File: config.mk
export PLATFORM = sky130hd
export DESIGN_NAME = cprs_resp_seq
export DESIGN_NICKNAME = d
export VERILOG_FILES = /design/src/rtl/cprs_pkg.sv /design/src/rtl/cprs_exc_slot.sv /design/src/rtl/cprs_resp_pack.sv /design/src/rtl/cprs_seq_fsm.sv /design/src/rtl/cprs_resp_seq.sv
export SDC_FILE = /design/constraint.sdc
export NUM_CORES = 1
export LEC_CHECK = 0
export BUFFER_PORTS_ARGS = -buffer_cell sky130_fd_sc_hd__buf_2
export CORE_UTILIZATION = 51
export DETAILED_ROUTE_END_ITERATION = 8
export MAX_ROUTING_LAYER = met4
export PLACE_DENSITY = 0.79
export SYNTH_ARGS = -nofsm -noshare
export SYNTH_HDL_FRONTEND = slang
export SYNTH_SLANG_ARGS = --single-unit
File: constraint.sdc
create_clock -name clk -period 1.9 [get_ports clk]
set_input_delay 0.095 -clock clk [delete_from_list [all_inputs] [get_ports clk]]
set_output_delay 0.095 -clock clk [all_outputs]
set_load 0.05 [all_outputs]
File: src/rtl/cprs_pkg.sv
// Shared types for the deferred exception response sequencer.
// Assumes the response word layout {kind[4:0], CA, IA, 1'b0, vector}.
package cprs_pkg;

    // Kind field of a response primitive (bits [15:11] of the word)
    typedef enum logic [4:0] {
        K_NULL = 5'b00001,
        K_GO   = 5'b00010,
        K_PRE  = 5'b11100,
        K_MID  = 5'b11101
    } prim_kind_e;

    // Sequencer phase
    typedef enum logic [1:0] {
        S_IDLE,
        S_WAIT,
        S_XFER,
        S_EXC
    } seq_state_e;

    // Origin of the exception held in the pending slot
    typedef enum logic {
        SRC_ARITH = 1'b0,
        SRC_CONV  = 1'b1
    } exc_src_e;

endpackage

File: src/rtl/cprs_exc_slot.sv
// Single-entry pending exception store.
// Holds one exception (vector plus origin) until cleared. A new exception
// in the same cycle as the clear wins the freed slot. An exception that
// finds the slot occupied is dropped and raises a sticky overflow flag.
// Arithmetic exceptions take precedence over simultaneous conversion errors.
module cprs_exc_slot #(
    parameter int VEC_W = 8
) (
    input  logic                  clk,
    input  logic                  rst_n,
    input  logic                  arith_v_i,
    input  logic [VEC_W-1:0]      arith_vec_i,
    input  logic                  conv_v_i,
    input  logic [VEC_W-1:0]      conv_vec_i,
    input  logic                  clear_i,
    output logic                  pend_o,
    output logic [VEC_W-1:0]      vec_o,
    output cprs_pkg::exc_src_e    src_o,
    output logic                  ovf_o
);
    import cprs_pkg::*;

    logic any_v;
    logic slot_free;
    logic both_v;

    // Decide whether an arriving exception can be stored
    always_comb begin
        any_v     = arith_v_i | conv_v_i;
        slot_free = !pend_o || clear_i;
        both_v    = arith_v_i & conv_v_i;
    end

    // Slot contents: fill on a free slot, otherwise honour a clear
    always_ff @(posedge clk) begin
        if (!rst_n) begin
            pend_o <= 1'b0;
            vec_o  <= '0;
            src_o  <= SRC_ARITH;
        end else if (any_v && slot_free) begin
            pend_o <= 1'b1;
            vec_o  <= arith_v_i ? arith_vec_i : conv_vec_i;
            src_o  <= arith_v_i ? SRC_ARITH : SRC_CONV;
        end else if (clear_i) begin
            pend_o <= 1'b0;
        end
    end

    // Sticky overflow on any dropped exception
    always_ff @(posedge clk) begin
        if (!rst_n) begin
            ovf_o <= 1'b0;
        end else if ((any_v && !slot_free) || both_v) begin
            ovf_o <= 1'b1;
        end
    end

endmodule

File: src/rtl/cprs_resp_pack.sv
// Response register. Packs kind, flags and vector into one word when loaded
// and holds it otherwise. Reset leaves the idle null primitive.
module cprs_resp_pack #(
    parameter int VEC_W = 8,
    localparam int RESP_W = VEC_W + 8
) (
    input  logic                    clk,
    input  logic                    rst_n,
    input  logic                    load_i,
    input  cprs_pkg::prim_kind_e    kind_i,
    input  logic                    again_i,
    input  logic [VEC_W-1:0]        vec_i,
    output logic [RESP_W-1:0]       word_o
);
    import cprs_pkg::*;

    // Register the primitive seen by the host
    always_ff @(posedge clk) begin
        if (!rst_n) begin
            word_o <= {K_NULL, 3'b000, {VEC_W{1'b0}}};
        end else if (load_i) begin
            word_o <= {kind_i, again_i, again_i, 1'b0, vec_i};
        end
    end

endmodule

File: src/rtl/cprs_seq_fsm.sv
// Protocol sequencer. Picks the next response primitive at each protocol
// point: command write, wait for the arithmetic unit, end of a store, and
// the host read of an exception primitive. Assumes the host issues no new
// command while an exception primitive is outstanding (such writes are ignored).
module cprs_seq_fsm #(
    parameter int VEC_W = 8
) (
    input  logic                  clk,
    input  logic                  rst_n,
    input  logic                  cmd_wr_i,
    input  logic                  cmd_is_store_i,
    input  logic                  resp_rd_i,
    input  logic                  apu_busy_i,
    input  logic                  apu_exc_i,
    input  logic [VEC_W-1:0]      apu_vec_i,
    input  logic                  cvt_err_i,
    input  logic [VEC_W-1:0]      cvt_vec_i,
    input  logic                  store_done_i,
    input  logic                  pend_i,
    input  logic [VEC_W-1:0]      pend_vec_i,
    input  cprs_pkg::exc_src_e    pend_src_i,
    output logic                  load_o,
    output cprs_pkg::prim_kind_e  kind_o,
    output logic                  again_o,
    output logic [VEC_W-1:0]      vec_o,
    output logic                  clear_o,
    output logic                  handoff_o
);
    import cprs_pkg::*;

    seq_state_e state_q, state_d;
    logic       handoff_d;
    logic       conv_hit;

    // Next phase and the primitive to load
    always_comb begin
        state_d   = state_q;
        load_o    = 1'b0;
        kind_o    = K_NULL;
        again_o   = 1'b0;
        vec_o     = '0;
        clear_o   = 1'b0;
        handoff_d = 1'b0;
        conv_hit  = (pend_i && pend_src_i == SRC_CONV) ||
                    (cvt_err_i && !pend_i && !apu_exc_i);
        unique case (state_q)
            S_IDLE: begin
                if (cmd_wr_i) begin
                    load_o = 1'b1;
                    if (pend_i) begin
                        state_d = S_EXC;
                        kind_o  = K_PRE;
                        vec_o   = pend_vec_i;
                    end else if (cmd_is_store_i) begin
                        state_d = S_XFER;
                        kind_o  = K_GO;
                    end else if (apu_busy_i) begin
                        state_d = S_WAIT;
                        kind_o  = K_NULL;
                        again_o = 1'b1;
                    end else begin
                        kind_o    = K_GO;
                        handoff_d = 1'b1;
                    end
                end else if (resp_rd_i) begin
                    load_o = 1'b1;
                    kind_o = K_NULL;
                end
            end
            S_WAIT: begin
                if (pend_i || apu_exc_i) begin
                    state_d = S_EXC;
                    load_o  = 1'b1;
                    kind_o  = K_MID;
                    vec_o   = pend_i ? pend_vec_i : apu_vec_i;
                end else if (!apu_busy_i) begin
                    state_d   = S_IDLE;
                    load_o    = 1'b1;
                    kind_o    = K_GO;
                    handoff_d = 1'b1;
                end
            end
            S_XFER: begin
                if (store_done_i) begin
                    load_o = 1'b1;
                    if (conv_hit) begin
                        state_d = S_EXC;
                        kind_o  = K_MID;
                        vec_o   = pend_i ? pend_vec_i : cvt_vec_i;
                    end else begin
                        state_d = S_IDLE;
                        kind_o  = K_NULL;
                    end
                end
            end
            S_EXC: begin
                if (resp_rd_i) begin
                    state_d = S_IDLE;
                    load_o  = 1'b1;
                    kind_o  = K_NULL;
                    clear_o = 1'b1;
                end
            end
            default: state_d = S_IDLE;
        endcase
    end

    // Phase register and registered handoff pulse
    always_ff @(posedge clk) begin
        if (!rst_n) begin
            state_q   <= S_IDLE;
            handoff_o <= 1'b0;
        end else begin
            state_q   <= state_d;
            handoff_o <= handoff_d;
        end
    end

endmodule

File: src/rtl/cprs_resp_seq.sv
// Top of the deferred exception response sequencer. Joins the pending slot,
// the protocol sequencer and the response register. All exception reports
// leave through resp_o; nothing is signalled asynchronously.
module cprs_resp_seq #(
    parameter int VEC_W = 8,
    localparam int RESP_W = VEC_W + 8
) (
    input  logic              clk,
    input  logic              rst_n,
    input  logic              cmd_wr_i,
    input  logic              cmd_is_store_i,
    input  logic              resp_rd_i,
    input  logic              apu_busy_i,
    input  logic              apu_exc_i,
    input  logic [VEC_W-1:0]  apu_vec_i,
    input  logic              cvt_err_i,
    input  logic [VEC_W-1:0]  cvt_vec_i,
    input  logic              store_done_i,
    output logic [RESP_W-1:0] resp_o,
    output logic              handoff_o,
    output logic              ovf_o
);
    import cprs_pkg::*;

    logic             pend;
    logic [VEC_W-1:0] pend_vec;
    exc_src_e         pend_src;
    logic             clear;
    logic             load;
    prim_kind_e       kind;
    logic             again;
    logic [VEC_W-1:0] vec;

    cprs_exc_slot #(.VEC_W(VEC_W)) u_slot (
        .clk         (clk),
        .rst_n       (rst_n),
        .arith_v_i   (apu_exc_i),
        .arith_vec_i (apu_vec_i),
        .conv_v_i    (cvt_err_i),
        .conv_vec_i  (cvt_vec_i),
        .clear_i     (clear),
        .pend_o      (pend),
        .vec_o       (pend_vec),
        .src_o       (pend_src),
        .ovf_o       (ovf_o)
    );

    cprs_seq_fsm #(.VEC_W(VEC_W)) u_fsm (
        .clk            (clk),
        .rst_n          (rst_n),
        .cmd_wr_i       (cmd_wr_i),
        .cmd_is_store_i (cmd_is_store_i),
        .resp_rd_i      (resp_rd_i),
        .apu_busy_i     (apu_busy_i),
        .apu_exc_i      (apu_exc_i),
        .apu_vec_i      (apu_vec_i),
        .cvt_err_i      (cvt_err_i),
        .cvt_vec_i      (cvt_vec_i),
        .store_done_i   (store_done_i),
        .pend_i         (pend),
        .pend_vec_i     (pend_vec),
        .pend_src_i     (pend_src),
        .load_o         (load),
        .kind_o         (kind),
        .again_o        (again),
        .vec_o          (vec),
        .clear_o        (clear),
        .handoff_o      (handoff_o)
    );

    cprs_resp_pack #(.VEC_W(VEC_W)) u_resp (
        .clk     (clk),
        .rst_n   (rst_n),
        .load_i  (load),
        .kind_i  (kind),
        .again_i (again),
        .vec_i   (vec),
        .word_o  (resp_o)
    );

endmodule

==> summary.txt, run 1 <==
Clocking
  – CTS buffer count: 3
  – H-tree depth: 1
  – Setup bufs post-CTS: 0
  – Clock Sinks: 26
  – Clock latency at the later pin of the worst-skew pair: 330 ps
  – CTS tree: done
  – CTS Buffer Depth: 2
  – Clk pin slew, worst setup/hold paths: 150 ps
  – Root buffer cell: clkbuf_4

Drt
  – ANT nets after route: 0
  – Iteration-0 DRC Markers: 45
  – Via count: 1428
  – Wirelength per Cell: 16.35 um
  – Average vias per placed instance: 6.319
  – Final WL: 3696 um
  – Drt first pass iters: 4
  – DRC Markers: 0

Synth
  – Post-synth top flop: dfxtp_1
  – Post-synth top cells: 26 x dfxtp_1, 13 x nor2_1, 11 x o22ai_1
  – Fraction of registers with async set/reset: 0%
  – Synth Instances: 158
  – Synthesized area: 1448 um2
  – Share of the synthesized area in the top cell type: 35.96%
  – Syn nets: 183
  – Synth top area cells: dfxtp_1 36%, mux2_2 6.2%, a221o_1 5.5%, a211oi_1 5.2%, a22o_1 4.8%
  – Top-count cell post-synth: dfxtp_1
  – Post-synth EDFFs: 0
  – #FFs+latches synth: 26
  – Mean Syn Cell Area: 9.162 um2
  – Number of distinct library cells after synthesis: 46
  – Cell taking the most area after synthesis: dfxtp_1
  – Sequential area share after synthesis: 35.96%
  – Ys Warns: 0

Timing
  – Final setup viols: 0
  – Fin. Hold Viols: 0
  – Post-route setup TNS: 0 ps
  – Unrepaired setup endpoints after global routing: false
  – Fin. max-slew vios: 0
  – Worst slew pin tran: 596.4 ps
  – Fin crit share: 91.63%
  – Max-slew headroom: 60.02%
  – Clock skew: 6.375 ps
  – Min cycle time layout: 1741 ps
  – Highest Clock Rate: 574.4 MHz

Layout
  – Layout cells sized above 1: 35.71%
  – Post-Route Utilization: 65.84%
  – Ant diodes: 0
  – P&R area growth vs syn: 16.77%
  – Filler cells: 228
  – Multi-input combinational cell area: 814.5 um2
  – Area occupied by registers: 521.8 um2
  – Final Net Count: 222

Power
  – Clock power frac: 19.1%
  – Sw Pwr: 0.5922 mW
  – Leakage power: 0.7140 nW
  – Gate power share: 37.5%
  – Cell Pwr Density: 898.6 nW/um2
  – Flop pwr share: 43.5%
  – Pint: 0.9268 mW
  – Peak VDD IR: 0.6419 mV
  – Net Sw Frac: 38.99%

Floorplanning
  – Cell Rows: 18
  – Die area: 3055 um2
  – Die Y: 55.28 um
  – Die Span X: 55.28 um
  – Core Area: 2567 um2
  – Starting Density: 56.38%
  – Top Ports: 43

Global route
  – Largest net degree at the start of global routing: 18
  – First-pass GRT wire length: 6430 um
  – Antenna violations before repair: 0
  – Remaining Overflow, GRT: 0
  – GRT Util Overall: 25.96%
  – Vias in the first global route: 1413

Place
  – GP Congestion: 0.8607
  – Dpl hpwl: 2667 um
  – PortBufs: 41

Worst setup path
  – Worst EP required: 2190 ps
  – Worst path bufs/invs: 0
  – CP Cell Sequence: or4b_1 > nand3_2 > and3_1 > a221o_1
  – CP peak stage delay: 540 ps
  – Crit start category: register
  – CP arrival: 2030 ps
  – Critical Path Slowest Stage Cell: or4b_1
  – Top delay family on crit path: simple AND/OR/NAND/NOR gates
  – CP max FO: 15
  – Critical Path End Type: register
  – Critical setup path kind: reg2reg

Job
  – Max Cap Viol: 0

Run status
  – Status: completed

Min path
  – Hold WC Path Type: in2reg
-- layout by cell type (no fill, tap or decap), types with 4 or more instances in the layout --
cell type	instances
a221o_1	8
nand2b_1	4
nor2_1	13
nand2_1	6
a211oi_1	10
buf_4	8
dfxtp_1	25
buf_2	41
a22o_1	8
mux2_2	8
o22ai_1	11
a21oi_1	7
-- layer usage --
layer	track usage [%]	share of wire, %	vias up
met4	4.643	0.76	0
met3	5.621	5.8	4
met5	-	0	-
met2	43.55	49	53
met1	32.46	45	681
li1	-	-	690
-- kinds of logic (layout without fill, tap and decap cells) --
group,after synthesis,count (layout),synth area share (%)
buf+inv,19,57,8.124
other cells,1,1,0.2590
mux,8,8,6.223
flops,26,26,35.96
simple gates,46,46,18.06
compound gates,58,58,31.37
-- power by group through the flow --
stage,sequential (mW),combinational (mW),clock (mW)
6_report,0.660,0.569,0.290
5_1_grt,0.669,0.614,0.313
4_1_cts,0.655,0.564,0.292
3_5_place_dp,0.667,0.562,0
3_3_place_gp,0.662,0.551,0
2_1_floorplan,0.737,0.370,0
-- path summary, 6_finish.rpt --
kind | from | cells after the start | end | slack, ps
worst max-delay path | u_fsm.state_q[1]$_SDFFE_PN0P_ | 4 | u_resp.word_o[0]$_SDFFE_PN0P_ | 160
worst min-delay path | rst_n | 2 | u_slot.ovf_o$_SDFFE_PN0P_ | 40
worst max register to register | u_fsm.state_q[1]$_SDFFE_PN0P_ | 4 | u_resp.word_o[0]$_SDFFE_PN0P_ | 160
worst min register to register | u_resp.word_o[10]$_SDFFE_PN0P_ | 2 | u_resp.word_o[10]$_SDFFE_PN0P_ | 490
-- registers in the layout (all words and copies together) (netlist names) --
name and count:
u_fsm.handoff_o 1, u_fsm.state_q 2, u_resp.word_o 12, u_slot.ovf_o 1, u_slot.pend_o 1, u_slot.src_o 1
u_slot.vec_o 8
-- area by class of cell --
type / instances / area share [%]
flip-flops and latches: 26 / 30.87
clock buffers: 4 / 2.147
well taps: 30 / 2.221
repair buffers: 49 / 15.69
multi-input cells: 113 / 48.19
inverters: 4 / 0.8882
-- through the flow --
step,instance area (um2),power [mW],worst slack (ps),std cells,hold slack [ps]
floorplan,1448,1.108,401.3,158,201.6
global placement,1648,1.212,180.7,222,399.2
detailed placement,1648,1.229,126.6,222,406.4
CTS,1684,1.512,86.49,226,40.64
global route,1690,1.596,92.98,226,24.78
finish,1690,1.519,159.0,226,44.17
-- timing repair --
item                       in CTS  in global routing
setup endpoints to repair       0                  8
resized for setup               0                  2
hold buffers                    0                  0
Power figures use the tool's default switching activity.
==> run 2: changes to the inputs <==
CORE_ASPECT_RATIO = 0.8   (was unset)
==> run 2 against run 1 <==
Compared with the run above: global-route usage increased by 0.14 points; clock power decreased by 3%; via count decreased by 2.2%; register-to-register slack got worse by 40 ps; first-iteration DRC count increased by 22%; critical path type unchanged; critical path depth unchanged; worst setup slack got worse by 42 ps; non-clock buffer count unchanged; sequential share of layout area decreased by 0.097 points; final area about the same.
==> summary.txt, run 2 (synthesis gave the netlist of run 1 again) <==
Place
  – Cell count after placement: 228 (was 222)
  – Dpl hpwl: 2700 um (was 2667 um)
  – PortBufs: 41 (unchanged)
  – GP Congestion: 0.9220 (was 0.8607)

Layout
  – Ant diodes: 0 (unchanged)
  – Final std cells w/o fill: 232 (was 226)
  – Most flop-heavy register: u_resp.word_o (unchanged)
  – Filler cells: 227 (was 228)
  – Area occupied by registers: 520.5 um2 (was 521.8 um2)
  – Layout cells sized above 1: 34.69% (was 35.71%)
  – Final Net Count: 222 (unchanged)
  – Biggest registers after layout: u_resp.word_o x12, u_slot.vec_o x8, u_fsm.state_q x2 (unchanged)
  – Leading cell type in the layout, fill and taps excluded: buf_2 (unchanged)
  – Post-Route Utilization: 66.02% (was 65.84%)
  – Multi-input combinational cell area: 809.5 um2 (was 814.5 um2)
  – Max reg flops: 12 (unchanged)
  – Most frequent cells in the layout: 41 x buf_2, 26 x dfxtp_1, 13 x nor2_1 (was 41 x buf_2, 25 x dfxtp_1, 13 x nor2_1)
  – P&R area growth vs syn: 16.85% (was 16.77%)

Min path
  – Hold WC Path Type: in2reg (unchanged)

Worst setup path
  – Critical Path End Type: register (unchanged)
  – Worst EP required: 2180 ps (was 2190 ps)
  – Critical setup path kind: reg2reg (unchanged)
  – Worst setup path endpoint: u_resp.word_o[7]$_SDFFE_PN0P_ (was u_resp.word_o[0]$_SDFFE_PN0P_)
  – Critical path origin: u_fsm.state_q[1]$_SDFFE_PN0P_ (unchanged)
  – Worst reg2reg endpoint: u_resp.word_o[7]$_SDFFE_PN0P_ (was u_resp.word_o[0]$_SDFFE_PN0P_)
  – CP max FO: 11 (was 15)
  – Worst R2R Path Depth: 4 (unchanged)
  – Crit start category: register (unchanged)
  – CP arrival: 2060 ps (was 2030 ps)
  – Reg2reg setup slack: 120 ps (was 160 ps)
  – Crit Reg-Reg Startpoint: u_fsm.state_q[1]$_SDFFE_PN0P_ (unchanged)

Power
  – Pint: 0.9255 mW (was 0.9268 mW)
  – Peak VDD IR: 0.4284 mV (was 0.6419 mV)
  – Sw Pwr: 0.5810 mW (was 0.5922 mW)
  – Leakage power: 0.7115 nW (was 0.7140 nW)
  – Net Sw Frac: 38.57% (was 38.99%)
  – Clock power frac: 18.7% (was 19.1%)
  – Flop pwr share: 43.8% (was 43.5%)
  – Cell Pwr Density: 890.6 nW/um2 (was 898.6 nW/um2)
  – Gate power share: 37.5% (about the same)

Drt
  – DRC Markers: 0 (unchanged)
  – Final WL: 3598 um (was 3696 um)
  – Wirelength per Cell: 15.51 um (was 16.35 um)
  – Via count: 1396 (was 1428)
  – Drt first pass iters: 4 (unchanged)
  – ANT nets after route: 0 (unchanged)
  – Average vias per placed instance: 6.017 (was 6.319)
  – Iteration-0 DRC Markers: 55 (was 45)

Clocking
  – CTS buffer count: 3 (unchanged)
  – Clock latency at the later pin of the worst-skew pair: 320 ps (was 330 ps)
  – Setup bufs post-CTS: 0 (unchanged)
  – Clk pin slew, worst setup/hold paths: 140 ps (was 150 ps)
  – CTS Buffer Depth: 2 (unchanged)
  – Hold_buf cts: 0 (unchanged)
  – Root buffer cell: clkbuf_4 (unchanged)
  – Clock Sinks: 26 (unchanged)
  – # resized after CTS: 0 (unchanged)
  – CTS tree: done (unchanged)
  – H-tree depth: 1 (unchanged)

Global route
  – Vias in the first global route: 1313 (was 1413)
  – First-pass GRT wire length: 5871 um (was 6430 um)
  – Largest net degree at the start of global routing: 18 (unchanged)
  – GRT Util Overall: 26.11% (was 25.96%)
  – Antenna violations before repair: 0 (unchanged)
  – Remaining Overflow, GRT: 0 (unchanged)

Floorplanning
  – Starting Density: 56.49% (was 56.38%)
  – Cell Rows: 16 (was 18)
  – Die Span X: 61.57 um (was 55.28 um)
  – Top Ports: 43 (unchanged)
  – Die area: 3057 um2 (was 3055 um2)
  – Core Area: 2562 um2 (was 2567 um2)
  – Die Y: 49.66 um (was 55.28 um)

Timing
  – Fin. Hold Viols: 0 (unchanged)
  – Clock skew: 3.923 ps (was 6.375 ps)
  – Max-slew headroom: 38.08% (was 60.02%)
  – Unrepaired setup endpoints after global routing: false (unchanged)
  – Fin. max-slew vios: 0 (unchanged)
  – Post-route setup TNS: 0 ps (unchanged)
  – Fin crit share: 93.86% (was 91.63%)
  – Final setup viols: 0 (unchanged)
  – Final Hold Slack: 53.12 ps (was 44.17 ps)
  – Highest Clock Rate: 560.7 MHz (was 574.4 MHz)
  – Worst slew pin tran: 921.7 ps (was 596.4 ps)
  – Min cycle time layout: 1783 ps (was 1741 ps)

Job
  – Max Cap Viol: 0 (unchanged)

Run status
  – Status: completed (unchanged)
-- run 2: changes by cell type in the layout (fill, tap and decap cells not counted) --
cell	delta
nor3_1	+1
dfxtp_2	-1
nor3_2	-1
dfxtp_1	+1
-- run 2: power groups by stage --
stage                     registers [mW]  logic, mW  clock network [mW]
after floorplan                    0.737      0.370                   0
after global placement             0.665      0.550                   0
after detailed placement           0.671      0.561                   0
after CTS                          0.658      0.563               0.284
after global routing               0.668      0.618               0.311
final                              0.660      0.565               0.281
-- run 2: per-stage QoR --
step / power (mW) / cell area, um2 / setup WS, ps
final: 1.507 / 1692 / 116.6
after global routing: 1.598 / 1692 / 3.531
after CTS: 1.506 / 1692 / 136.7
after detailed placement: 1.232 / 1655 / 166.5
after global placement: 1.215 / 1655 / 203.5
after floorplan: 1.108 / 1448 / 401.3
-- run 2: area by class of cell --
type                       count  area share (%)
multi-input combinational    113           47.86
sequential                    26           30.77
timing repair buffer          49           15.68
tap                           36           2.663
clock buffer                   4           2.145
inverter                       4          0.8876
-- run 2: critical path, cell delays in order (launching register included) --
cell and delay, ps:
dfxtp_1 450, or4b_1 560, nand3_2 130, and3_1 380, a221o_1 210
-- run 2: per-layer routing --
metal	track usage (%)	share of wire (%)
met5	-	0
met4	5.185	0.75
met3	4.724	5.7
met2	39.96	47
met1	35.85	46
-- run 2: worst min path at each step --
stage                from                             end  slack, ps  cells after the start
floorplan           rst_n  u_resp.word_o[11]$_SDFFE_PN1P_        200                      1
global placement    rst_n       u_slot.ovf_o$_SDFFE_PN0P_        400                      2
detailed placement  rst_n       u_slot.ovf_o$_SDFFE_PN0P_        410                      2
CTS                 rst_n  u_resp.word_o[11]$_SDFFE_PN1P_         50                      2
global route        rst_n  u_resp.word_o[11]$_SDFFE_PN1P_         40                      2
finish              rst_n       u_slot.ovf_o$_SDFFE_PN0P_         50                      2
